[src/rtl/pic_pkg.sv]
`timescale 1ns/1ps
package pic_pkg;
  localparam int REG_W       = 32;
  localparam int PRIO_W      = 4;
  localparam int BANK_SRC    = REG_W;
  localparam int FLD_PER_REG = REG_W / PRIO_W;
  localparam int ADDR_W      = 8;
  localparam int STRIDE      = 8;

  localparam logic [ADDR_W-1:0] A_CTL_SET  = 8'h00;
  localparam logic [ADDR_W-1:0] A_CTL_CLR  = 8'h08;
  localparam logic [ADDR_W-1:0] A_PRI_BASE = 8'h10;
  localparam logic [ADDR_W-1:0] A_RAW_BASE = 8'h50;
  localparam logic [ADDR_W-1:0] A_REQ_BASE = 8'h60;
  localparam logic [ADDR_W-1:0] A_ENS_BASE = 8'h70;
  localparam logic [ADDR_W-1:0] A_ENC_BASE = 8'h80;

  function automatic logic [ADDR_W-1:0] reg_addr(input logic [ADDR_W-1:0] base, input int idx);
    return base + ADDR_W'(idx * STRIDE);
  endfunction
endpackage

[src/rtl/pic_regs.sv]
`timescale 1ns/1ps
module pic_regs
  import pic_pkg::*;
#(
  parameter int NUM_SRC = 64
) (
  input  logic                       clk,
  input  logic                       rst_n,
  input  logic                       wr_en,
  input  logic [ADDR_W-1:0]          addr,
  input  logic [REG_W-1:0]           wdata,
  input  logic [NUM_SRC-1:0]         raw_i,
  input  logic [NUM_SRC-1:0]         req_i,
  output logic [NUM_SRC-1:0]         en_o,
  output logic [NUM_SRC*PRIO_W-1:0]  prio_o,
  output logic                       indiv_o,
  output logic [REG_W-1:0]           rdata_o
);
  localparam int BANKS     = NUM_SRC / BANK_SRC;
  localparam int PREGS     = NUM_SRC / FLD_PER_REG;
  localparam int PRIO_BITS = NUM_SRC * PRIO_W;

  logic [NUM_SRC-1:0]   en_q, en_d;
  logic [PRIO_BITS-1:0] prio_q, prio_d;
  logic                 indiv_q, indiv_d;

  // next-state: alias writes for enables and mode, plain writes for priorities
  always_comb begin
    en_d    = en_q;
    prio_d  = prio_q;
    indiv_d = indiv_q;
    if (addr == A_CTL_SET && wdata[0]) indiv_d = 1'b1;
    if (addr == A_CTL_CLR && wdata[0]) indiv_d = 1'b0;
    for (int b = 0; b < BANKS; b++) begin
      if (addr == reg_addr(A_ENS_BASE, b))
        en_d[b*BANK_SRC +: BANK_SRC] = en_q[b*BANK_SRC +: BANK_SRC] | wdata;
      if (addr == reg_addr(A_ENC_BASE, b))
        en_d[b*BANK_SRC +: BANK_SRC] = en_q[b*BANK_SRC +: BANK_SRC] & ~wdata;
    end
    for (int k = 0; k < PREGS; k++) begin
      if (addr == reg_addr(A_PRI_BASE, k))
        prio_d[k*REG_W +: REG_W] = wdata;
    end
  end

  always_ff @(posedge clk or negedge rst_n) begin
    if (!rst_n) begin
      en_q    <= '0;
      prio_q  <= '0;
      indiv_q <= 1'b0;
    end else if (wr_en) begin
      en_q    <= en_d;
      prio_q  <= prio_d;
      indiv_q <= indiv_d;
    end
  end

  // read mux
  always_comb begin
    rdata_o = '0;
    if (addr == A_CTL_SET || addr == A_CTL_CLR) rdata_o = {{(REG_W-1){1'b0}}, indiv_q};
    for (int k = 0; k < PREGS; k++) begin
      if (addr == reg_addr(A_PRI_BASE, k)) rdata_o = prio_q[k*REG_W +: REG_W];
    end
    for (int b = 0; b < BANKS; b++) begin
      if (addr == reg_addr(A_RAW_BASE, b)) rdata_o = raw_i[b*BANK_SRC +: BANK_SRC];
      if (addr == reg_addr(A_REQ_BASE, b)) rdata_o = req_i[b*BANK_SRC +: BANK_SRC];
      if (addr == reg_addr(A_ENS_BASE, b) || addr == reg_addr(A_ENC_BASE, b))
        rdata_o = en_q[b*BANK_SRC +: BANK_SRC];
    end
  end

  assign en_o    = en_q;
  assign prio_o  = prio_q;
  assign indiv_o = indiv_q;

  // set alias turns on every written one
  a_r2_set_takes: assert property (@(posedge clk) disable iff (!rst_n)
    (wr_en && addr == A_ENS_BASE) |=> ((en_q[BANK_SRC-1:0] & $past(wdata)) == $past(wdata)));
  // clear alias turns off every written one
  a_r3_clear_takes: assert property (@(posedge clk) disable iff (!rst_n)
    (wr_en && addr == A_ENC_BASE) |=> ((en_q[BANK_SRC-1:0] & $past(wdata)) == '0));
  // mode set alias
  a_r6_mode_set: assert property (@(posedge clk) disable iff (!rst_n)
    (wr_en && addr == A_CTL_SET && wdata[0]) |=> indiv_q);
  // without a write the configuration holds
  a_r2_hold: assert property (@(posedge clk) disable iff (!rst_n)
    !wr_en |=> ($stable(en_q) && $stable(prio_q) && $stable(indiv_q)));
endmodule

[src/rtl/pic_sample.sv]
`timescale 1ns/1ps
module pic_sample
  import pic_pkg::*;
#(
  parameter int NUM_SRC = 64
) (
  input  logic               clk,
  input  logic               rst_n,
  input  logic [NUM_SRC-1:0] src_i,
  input  logic [NUM_SRC-1:0] en_i,
  input  logic               indiv_i,
  output logic [NUM_SRC-1:0] raw_o,
  output logic [NUM_SRC-1:0] req_o,
  output logic [PRIO_W-1:0]  lvl_o
);
  logic [NUM_SRC-1:0] raw_q, raw_d;

  always_comb raw_d = src_i;

  always_ff @(posedge clk or negedge rst_n) begin
    if (!rst_n) raw_q <= '0;
    else        raw_q <= raw_d;
  end

  // gate with enables; level mode folds the shared lines into source 0
  always_comb begin
    lvl_o = raw_q[PRIO_W-1:0];
    req_o = raw_q & en_i;
    if (!indiv_i) begin
      req_o[PRIO_W-1:0] = '0;
      req_o[0]          = (lvl_o != '0) && en_i[0];
    end
  end

  assign raw_o = raw_q;

  // shared lines above line 0 stay quiet in level mode
  a_r10_enc_upper_quiet: assert property (@(posedge clk) disable iff (!rst_n)
    !indiv_i |-> (req_o[PRIO_W-1:1] == '0));
  // no request without its enable
  a_r7_req_gated: assert property (@(posedge clk) disable iff (!rst_n)
    (req_o & ~en_i) == '0);
endmodule

[src/rtl/pic_arbiter.sv]
`timescale 1ns/1ps
module pic_arbiter
  import pic_pkg::*;
#(
  parameter int NUM_SRC = 64,
  parameter int IDX_W   = $clog2(NUM_SRC)
) (
  input  logic                      clk,
  input  logic                      rst_n,
  input  logic [NUM_SRC-1:0]        req_i,
  input  logic [NUM_SRC*PRIO_W-1:0] prio_i,
  input  logic                      indiv_i,
  input  logic [PRIO_W-1:0]         lvl_i,
  output logic                      irq_o,
  output logic [IDX_W-1:0]          src_o,
  output logic [PRIO_W-1:0]         prio_o
);
  logic [PRIO_W-1:0] eff_p [NUM_SRC];
  logic [NUM_SRC-1:0] cand;
  logic [PRIO_W-1:0]  best_p;
  logic [IDX_W-1:0]   best_i;
  logic               irq_q, irq_d;
  logic [IDX_W-1:0]   src_q, src_d;
  logic [PRIO_W-1:0]  lvl_q, lvl_d;

  for (genvar g = 0; g < NUM_SRC; g++) begin : g_eff
    if (g == 0) begin : g_shared
      assign eff_p[g] = indiv_i ? prio_i[PRIO_W-1:0] : lvl_i;
    end else begin : g_plain
      assign eff_p[g] = prio_i[g*PRIO_W +: PRIO_W];
    end
    assign cand[g] = req_i[g] && (eff_p[g] != '0);
  end

  // strict compare in ascending order keeps the lowest index on ties
  always_comb begin
    best_p = '0;
    best_i = '0;
    for (int i = 0; i < NUM_SRC; i++) begin
      if (cand[i] && eff_p[i] > best_p) begin
        best_p = eff_p[i];
        best_i = IDX_W'(i);
      end
    end
    irq_d = (best_p != '0);
    src_d = best_i;
    lvl_d = best_p;
  end

  always_ff @(posedge clk or negedge rst_n) begin
    if (!rst_n) begin
      irq_q <= 1'b0;
      src_q <= '0;
      lvl_q <= '0;
    end else begin
      irq_q <= irq_d;
      src_q <= src_d;
      lvl_q <= lvl_d;
    end
  end

  assign irq_o  = irq_q;
  assign src_o  = src_q;
  assign prio_o = lvl_q;

  // any candidate raises the request one edge later
  a_r9_cand_raises: assert property (@(posedge clk) disable iff (!rst_n)
    (|cand) |=> irq_o);
  // no candidate drops it
  a_r9_none_drops: assert property (@(posedge clk) disable iff (!rst_n)
    !(|cand) |=> (!irq_o && src_o == '0 && prio_o == '0));
  // a presented request never carries priority zero
  a_r8_prio_nonzero: assert property (@(posedge clk) disable iff (!rst_n)
    irq_o |-> (prio_o != '0));
endmodule

[src/rtl/pic_ctrl.sv]
`timescale 1ns/1ps
module pic_ctrl
  import pic_pkg::*;
#(
  parameter int NUM_SRC = 64
) (
  input  logic                       clk,
  input  logic                       rst_n,
  input  logic                       wr_en,
  input  logic [7:0]                 addr,
  input  logic [31:0]                wdata,
  output logic [31:0]                rdata,
  input  logic [NUM_SRC-1:0]         src_i,
  output logic                       irq_o,
  output logic [$clog2(NUM_SRC)-1:0] irq_src_o,
  output logic [3:0]                 irq_prio_o
);
  localparam int IDX_W = $clog2(NUM_SRC);

  logic [1:0]               rst_sync_q;
  logic                     rst_n_int;
  logic [NUM_SRC-1:0]       en, raw, req;
  logic [NUM_SRC*PRIO_W-1:0] prio;
  logic                     indiv;
  logic [PRIO_W-1:0]        lvl;

  // asynchronous assert, synchronous release
  always_ff @(posedge clk or negedge rst_n) begin
    if (!rst_n) rst_sync_q <= 2'b00;
    else        rst_sync_q <= {rst_sync_q[0], 1'b1};
  end
  assign rst_n_int = rst_sync_q[1];

  pic_regs #(.NUM_SRC(NUM_SRC)) u_regs (
    .clk(clk), .rst_n(rst_n_int), .wr_en(wr_en), .addr(addr), .wdata(wdata),
    .raw_i(raw), .req_i(req), .en_o(en), .prio_o(prio), .indiv_o(indiv), .rdata_o(rdata)
  );

  pic_sample #(.NUM_SRC(NUM_SRC)) u_sample (
    .clk(clk), .rst_n(rst_n_int), .src_i(src_i), .en_i(en), .indiv_i(indiv),
    .raw_o(raw), .req_o(req), .lvl_o(lvl)
  );

  pic_arbiter #(.NUM_SRC(NUM_SRC), .IDX_W(IDX_W)) u_arb (
    .clk(clk), .rst_n(rst_n_int), .req_i(req), .prio_i(prio), .indiv_i(indiv),
    .lvl_i(lvl), .irq_o(irq_o), .src_o(irq_src_o), .prio_o(irq_prio_o)
  );

  // request low in the first cycle out of reset
  a_r1_reset_quiet: assert property (@(posedge clk)
    $rose(rst_n_int) |-> !irq_o);
endmodule

[config.mk]
export PLATFORM = sky130hd
export DESIGN_NAME = pic_ctrl
export DESIGN_NICKNAME = d
export VERILOG_FILES = /design/src/rtl/pic_pkg.sv /design/src/rtl/pic_regs.sv /design/src/rtl/pic_sample.sv /design/src/rtl/pic_arbiter.sv /design/src/rtl/pic_ctrl.sv
export SDC_FILE = /design/constraint.sdc
export NUM_CORES = 1
export LEC_CHECK = 0
export BUFFER_PORTS_ARGS = -buffer_cell sky130_fd_sc_hd__buf_4
export CAP_MARGIN = 20
export CORE_ASPECT_RATIO = 1.4
export CORE_UTILIZATION = 40
export CTS_BUF_LIST = sky130_fd_sc_hd__clkbuf_4 sky130_fd_sc_hd__clkbuf_8
export DETAILED_ROUTE_END_ITERATION = 10
export PLACE_DENSITY_LB_ADDON = 0.2
export SYNTH_ARGS = -nofsm -noshare
export SYNTH_HDL_FRONTEND = slang
export SYNTH_HIERARCHICAL = 1
export SYNTH_SLANG_ARGS = --single-unit
[constraint.sdc]
create_clock -name clk -period 35.9 [get_ports clk]
set_clock_uncertainty 0.1 [all_clocks]
set_input_delay 3.59 -clock clk [delete_from_list [all_inputs] [get_ports clk]]
set_output_delay 3.59 -clock clk [all_outputs]
set_load 0.01 [all_outputs]
==> flow_summary.toml, run 1 <==
[status]
status = "finished with violations"
violations = "setup timing"

[sta]
rsz0062_at_grt = "yes"
maxClockFrequency_mhz = 10.7
tns_ns = -627.54
slew_headroom = 0.207
finalSetupViolCount = 11
slew_viol_final = 0
period_needed_ns = 93.09
timing.final.crit_share = 2.59
hold_viol_final = 0
fin_ws_ns = -57.19
worst_pin_slew_ns = 1.17
timing.hold.ws_ns = 0.254

[grt]
grt_pass1_vias = 39007
grt_util_all_layers = 0.401
antenna_found_initial = 25
grt_pass1_wl_um = 257000
globalRouteOverflowTotal = 0
grt_max_degree = 147

[clocking]
clkTransAtPathRegs_ns = 0.06
cts_tree = "done"
max-clock-path-buffers = 3
clkLatencyLatePin_ns = 0.79
cts_hold_buf = 0
cts.sinks = 398
cts_buffers = 74
ctsHtreeMaxLevel = 3
root_buffer = "clkbuf_8"

[detailed_routing]
wl_um = 182000
viasPerCell = 6.29
drc = 0
drt_iter0_markers = 4332
num_vias = 40781
first_pass_iters = 7
ant_nets = 0
post_drt_wl_per_cell_um = 28.1

[critical_path]
critical_path_class = "reg -> reg"
r2r-end = "u_arb/src_o[3]"
worst_path_max_delay_cell = "or4_4"
r2r-start = "u_sample/raw_o[2]"
r2r_cells = 521
slowest_delay_ns = 0.61
cp_max_fo = 8
rrSetupSlack_ns = -57.19
critPathRequiredTime_ns = 36.45
arrival_ns = 93.64
end_kind = "flop"
start_kind = "flop"
crit_path_frequent_cell = "ha_4"

[yosys]
synth_seq_area_share = 0.289
async_flop_share = 1.00
ys_ff_latch = 398
syn-num-nets = 4199
synth_edf_count = 0
yosysUniqueCellTypes = 146
netlist_instances = 3919
synth_area_mm2 = 0.0344
avgSynthCellArea_um2 = 8.78
yosys_warnings = 6
synthFlopType = "dfrtp_1"

[layout]
multiInputGateArea_mm2 = 0.0263
regArea_mm2 = 0.00996
fin_nets = 5609
syn2layout_area_growth_pct = 51.4
final-instance-count-excl-fill = 6485
drive_gt1_frac = 0.490
fill_cells = 7189
fin_util = 0.614

[power]
p_leak_nw = 24.1
sequentialPowerShare = 0.246
p_sw_uw = 782
p_comb_frac = 0.509
p_sw_frac = 0.373
ir_drop_mv = 0.0268
powerDensity_mw_per_mm2 = 40.2
internal_power_mw = 1.31
power_frac_clock = 0.245

[placement]
dp_hpwl_um = 134000
io_buffers = 149
place_congestion = 1.03
dp.cells = 6092

[worst_hold_path]
min_path_type = "reg -> reg"
min_from = "rst_sync_q[0]"
whs_endpoint = "rst_sync_q[1]"
whs_path_depth = 0

[die]
start_util = 0.406
row_count = 126
die_h_um = 349
design.die.area_mm2 = 0.0872
ioPinCount = 150
core_mm2 = 0.0848
die_w_um = 250

[flow_run]
maxCapViolCount = 0
[stage by stage]
stage	instance area [um2]	setup WS, ns	total power [mW]
2_1_floorplan	36100	-56.31	0.984
3_3_place_gp	46300	-58.27	1.38
3_5_place_dp	46300	-59.60	1.39
5_1_grt	52100	-61.30	2.18
4_1_cts	49900	-56.15	1.98
6_report	52100	-57.19	2.10
[power by group through the flow]
| stage | logic (mW) | registers [mW] | clock network (mW) |
|---|---|---|---|
| 2_1_floorplan | 0.471 | 0.513 | 0 |
| 4_1_cts | 0.944 | 0.512 | 0.519 |
| 6_report | 1.07 | 0.515 | 0.514 |
| 3_3_place_gp | 0.863 | 0.519 | 0 |
| 3_5_place_dp | 0.869 | 0.519 | 0 |
| 5_1_grt | 1.13 | 0.517 | 0.534 |
[final cells by class]
| class | instances | area share |
|---|---|---|
| sequential | 398 | 0.191 |
| timing repair buffer | 1559 | 0.228 |
| multi-input combinational | 3047 | 0.504 |
| inverter | 249 | 0.0183 |
| antenna | 12 | 0.000576 |
| clock inverter | 20 | 0.00401 |
| clock buffer | 112 | 0.0278 |
| tap | 1088 | 0.0261 |
[logic make-up (layout without fill, tap and decap cells)]
| family | Yosys count | after routing | synth area share |
|---|---|---|---|
| AO/OA/AOI/OAI | 1317 | 1317 | 0.275 |
| XOR/XNOR | 41 | 41 | 0.0104 |
| adder cells (fa/ha/maj) | 181 | 181 | 0.0652 |
| buffers and inverters | 474 | 1940 | 0.0578 |
| flip-flops | 398 | 398 | 0.289 |
| multiplexers | 428 | 428 | 0.139 |
| other | 1 | 13 | 0.000109 |
| AND/OR/NAND/NOR | 1079 | 1079 | 0.164 |
[worst max-delay path by stage]
| stage | from | endpoint |
|---|---|---|
| after floorplan | u_sample/raw_o[2] | u_arb/irq_o |
| final | u_sample/raw_o[2] | u_arb/src_o[3] |
| after CTS | u_sample/raw_o[2] | u_arb/irq_o |
| after global placement | u_sample/raw_o[2] | u_arb/src_o[3] |
| after global routing | u_sample/raw_o[2] | u_arb/src_o[5] |
| after detailed placement | u_sample/raw_o[2] | u_arb/src_o[3] |
[timing repair]
action,CTS,global route
setup buffers,143,107
pin swaps,203,311
resized for setup,186,294
setup endpoints to repair,11,11
[critical path: cells and delay by family, from the launching register on]
| kind | cells | cell delay (ns) |
|---|---|---|
| adders and majority gates | 65 | 16.17 |
| DFF | 1 | 0.40 |
| and+or+nand+nor | 144 | 21.82 |
| AOI/OAI and AO/OA | 212 | 36.06 |
| muxes | 48 | 12.76 |
| buffers and inverters | 52 | 5.49 |
[Yosys cell counts (35+ instances only)]
cell type / count / share of area
o21ai_1: 35 / 0.0051
nor3_1: 62 / 0.0090
o21ai_0: 224 / 0.033
nand2_1: 259 / 0.028
clkbuf_1: 126 / 0.014
a21oi_1: 228 / 0.033
o41ai_1: 42 / 0.011
nand3_1: 122 / 0.018
buf_2: 64 / 0.0093
nor2_1: 222 / 0.024
and3_1: 44 / 0.0080
o22ai_1: 55 / 0.010
a221oi_1: 35 / 0.0089
o21a_1: 35 / 0.0076
mux2i_1: 97 / 0.028
and2_1: 92 / 0.017
inv_1: 249 / 0.027
ha_1: 173 / 0.063
dfrtp_1: 398 / 0.29
a21o_1: 69 / 0.015
a31oi_1: 110 / 0.020
mux2_2: 282 / 0.092
o211ai_1: 44 / 0.0096
[routing by layer]
metal	up-vias	global-route usage	wire [um]
met2	2390	0.639	81400
met3	743	0.0871	17300
met1	19858	0.463	65800
met5	-	0	52
li1	17782	-	-
met4	8	0.330	17900
[cells in the final DEF (no fill, tap or decap), types with 25 or more instances in the layout]
cell type and count:
clkbuf_8 97, a31oi_1 98, o21ai_0 134, and2_1 82, a221oi_1 31, nand2b_1 27
mux2_1 29, inv_1 211, nand4_1 31, o211ai_1 44, inv_2 31, a21oi_2 48
xnor2_1 25, o41ai_1 39, a21o_1 69, buf_4 1527, o21ai_1 67, o21ai_2 43
mux2_4 51, and3_1 32, ha_4 73, nor3_1 48, a22oi_1 31, a21oi_1 174
nand3_1 104, nor2_1 189, o22ai_1 54, mux2i_1 76, dfrtp_1 397, nand2_2 26
o21a_1 33, mux2_2 246, ha_1 86, nand2_1 224
(Power assumes the default switching activity.)
==> inputs of run 2 (changes only) <==
--- a/config.mk
+++ b/config.mk
@@ -5,6 +5,7 @@
 export SDC_FILE = /design/constraint.sdc
 export NUM_CORES = 1
 export LEC_CHECK = 0
+export ABC_AREA = 1
 export BUFFER_PORTS_ARGS = -buffer_cell sky130_fd_sc_hd__buf_4
 export CAP_MARGIN = 20
 export CORE_ASPECT_RATIO = 1.4
@@ -12,6 +13,7 @@
 export CTS_BUF_LIST = sky130_fd_sc_hd__clkbuf_4 sky130_fd_sc_hd__clkbuf_8
 export DETAILED_ROUTE_END_ITERATION = 10
 export PLACE_DENSITY_LB_ADDON = 0.2
+export SLEW_MARGIN = 20
 export SYNTH_ARGS = -nofsm -noshare
 export SYNTH_HDL_FRONTEND = slang
 export SYNTH_HIERARCHICAL = 1
==> run 2 against run 1 <==
Sequential cell count unchanged. Register-to-register slack better by 33 ns. Sequential share of layout area up 2.5 points. Critical path type unchanged. Largest power group unchanged. Critical path depth unchanged. Core utilization down 3.1 points. Worst setup slack better by 33 ns. Combinational power down 7%. Via count down 9.9%. Die area down 7.4%. Sequential power about the same. The run still ends with setup timing left.
==> flow_summary.toml, run 2 <==
[status]
status = "finished with violations"
violations = "setup timing"

[sta]
worst_pin_slew_ns = 0.974
rsz0062_at_grt = "yes"
period_needed_ns = 60.31
fin_ws_ns = -24.41
slew_viol_final = 0
tns_ns = -267.51
maxClockFrequency_mhz = 16.6
timing.hold.ws_ns = 0.247
hold_viol_final = 0
timing.final.crit_share = 1.68
slew_headroom = 0.349
finalSetupViolCount = 11

[detailed_routing]
viasPerCell = 5.32
wl_um = 142000
drt_iter0_markers = 3289
drc = 0
ant_nets = 0
post_drt_wl_per_cell_um = 20.6
first_pass_iters = 6
num_vias = 36741

[critical_path]
slowest_delay_ns = 0.44
crit_path_frequent_cell = "nand2_4"
critPathRequiredTime_ns = 36.42
start_kind = "flop"
critical_path_class = "reg -> reg"
end_kind = "flop"
r2r_cells = 521
worst_path_max_delay_cell = "dfrtp_2"
cp_max_fo = 8
arrival_ns = 60.83

[layout]
layout_common_cells = "buf_4 (1198), nand2_1 (1182), inv_1 (573)"
drive_gt1_frac = 0.381
regArea_mm2 = 0.00997
syn2layout_area_growth_pct = 44.5
fin_nets = 6069
multiInputGateArea_mm2 = 0.0215
final-instance-count-excl-fill = 6902
fill_cells = 7304
final_common_cell = "buf_4"

[yosys]
synth_area_leaders = "dfrtp_1 (31%), nand2_1 (15%), inv_1 (7.4%)"
synthFlopType = "dfrtp_1"
synth_edf_count = 0
syn-num-nets = 4915
avgSynthCellArea_um2 = 6.87
async_flop_share = 1.00
synth_seq_area_share = 0.313
synth.most_common_cell = "nand2_1"
yosysTopAreaCellShare = 0.313
yosys_warnings = 6
netlist_instances = 4635
synth_common_cells = "nand2_1 (1287), inv_1 (632), nand3_1 (447), o21ai_0 (418), dfrtp_1 (398)"
yosysUniqueCellTypes = 47
synth_top_area_cell = "dfrtp_1"
ys_ff_latch = 398
synth_area_mm2 = 0.0318

[power]
p_leak_nw = 23.4
finalPower_mw = 2.01
powerDensity_mw_per_mm2 = 43.7
ir_drop_mv = 0.0358

[clocking]
clkTransAtPathRegs_ns = 0.06
cts_buffers = 70
clkLatencyLatePin_ns = 0.76
ctsHtreeMaxLevel = 3
cts.sinks = 398
cts_tree = "done"
max-clock-path-buffers = 3
root_buffer = "clkbuf_8"

[grt]
grt_util_all_layers = 0.344
top_usage_layer = "met2"
met1_usage = 0.384
globalRouteOverflowTotal = 0
grt_max_degree = 139
grt_util_met2 = 0.583
antenna_found_initial = 8
grt_use_met3 = 0.0549
grt_pass1_wl_um = 207000
grt_pass1_vias = 35143

[placement]
place_congestion = 1.00
dp_hpwl_um = 104000
io_buffers = 149
dp.cells = 6445

[die]
row_count = 122
ioPinCount = 150
start_util = 0.404
design.die.area_mm2 = 0.0808
core_mm2 = 0.0789
die_w_um = 240
die_h_um = 336

[worst_hold_path]
whs_path_depth = 0
min_path_type = "reg -> reg"

[flow_run]
maxCapViolCount = 0
## run 2: cell types whose count changed after synthesis, sizes merged, moves of 98 or more
cell and delta:
a21oi -192, mux2i -98, mux2 -326, nor2 +125, a31oi -113, nand2 +1262, nand3 +386, inv +404
o21ai +234
## run 2: kinds of logic after synthesis
family,after synthesis,synth area share
muxes,4,0.00126
adders and majority gates,173,0.0680
DFF,398,0.313
other,1,0.000118
buffers and inverters,786,0.0987
and+or+nand+nor,2556,0.389
AOI/OAI and AO/OA,717,0.130
## run 2: final cells by class
cell class,instances,area share
multi-input cells,3452,0.466
flip-flops and latches,398,0.217
diodes,7,0.000381
clock inverters,19,0.00563
clock buffers,105,0.0294
inverters,656,0.0539
well taps,1054,0.0287
repair buffers,1211,0.199
## run 2: path summary, 6_finish.rpt
| kind | start | end | slack (ns) |
|---|---|---|---|
| max reg2reg | u_regs/indiv_o | u_arb/src_o[1] | -24.41 |
| max | u_regs/indiv_o | u_arb/src_o[1] | -24.41 |
| min reg2reg | rst_sync_q[0] | rst_sync_q[1] | 0.25 |
| max in group asynchronous | rst_sync_q[1] | async pin | 33.01 |
| min in group asynchronous | rst_sync_q[1] | u_sample/raw_o[39] | 0.38 |
| min | rst_sync_q[0] | rst_sync_q[1] | 0.25 |
## run 2: report_power, final
part	internal, mW	switching [mW]
sequential	0.477	0.0402
clock	0.274	0.218
combinational	0.481	0.520
total	1.23	0.778
## run 2: per-layer routing
metal  share of wire  up-vias  wire (um)
met2            0.48     1459      67900
li1                -    17428          -
met4           0.090        4      12800
met1            0.37    17366      52000
met5         0.00018        -         25
met3           0.067      484       9470
## run 2: stage by stage
step / utilization / instance area (um2) / setup WS [ns]
final: 0.583 / 46000 / -24.41
after global routing: 0.583 / 46000 / -28.13
after CTS: 0.559 / 44100 / -21.89
after detailed placement: 0.501 / 39500 / -24.37
after global placement: 0.501 / 39500 / -23.71
after floorplan: - / 32100 / -21.01
## run 2: worst max-delay path: cells and delay by family (launching register included)
| kind | cells | cell delay, ns |
|---|---|---|
| fa+ha+maj | 59 | 16.90 |
| flops | 1 | 0.44 |
| buf+inv | 108 | 7.48 |
| compound gates | 109 | 11.87 |
| simple gates | 245 | 23.29 |
## run 2: what timing repair did
item | in CTS | in global routing
endpoints found under the setup margin | 11 | 11
cloned | 1 | 0
setup buffers | 263 | 64
resized for setup | 270 | 254
pin swaps | 178 | 269
hold buffers | 0 | 0
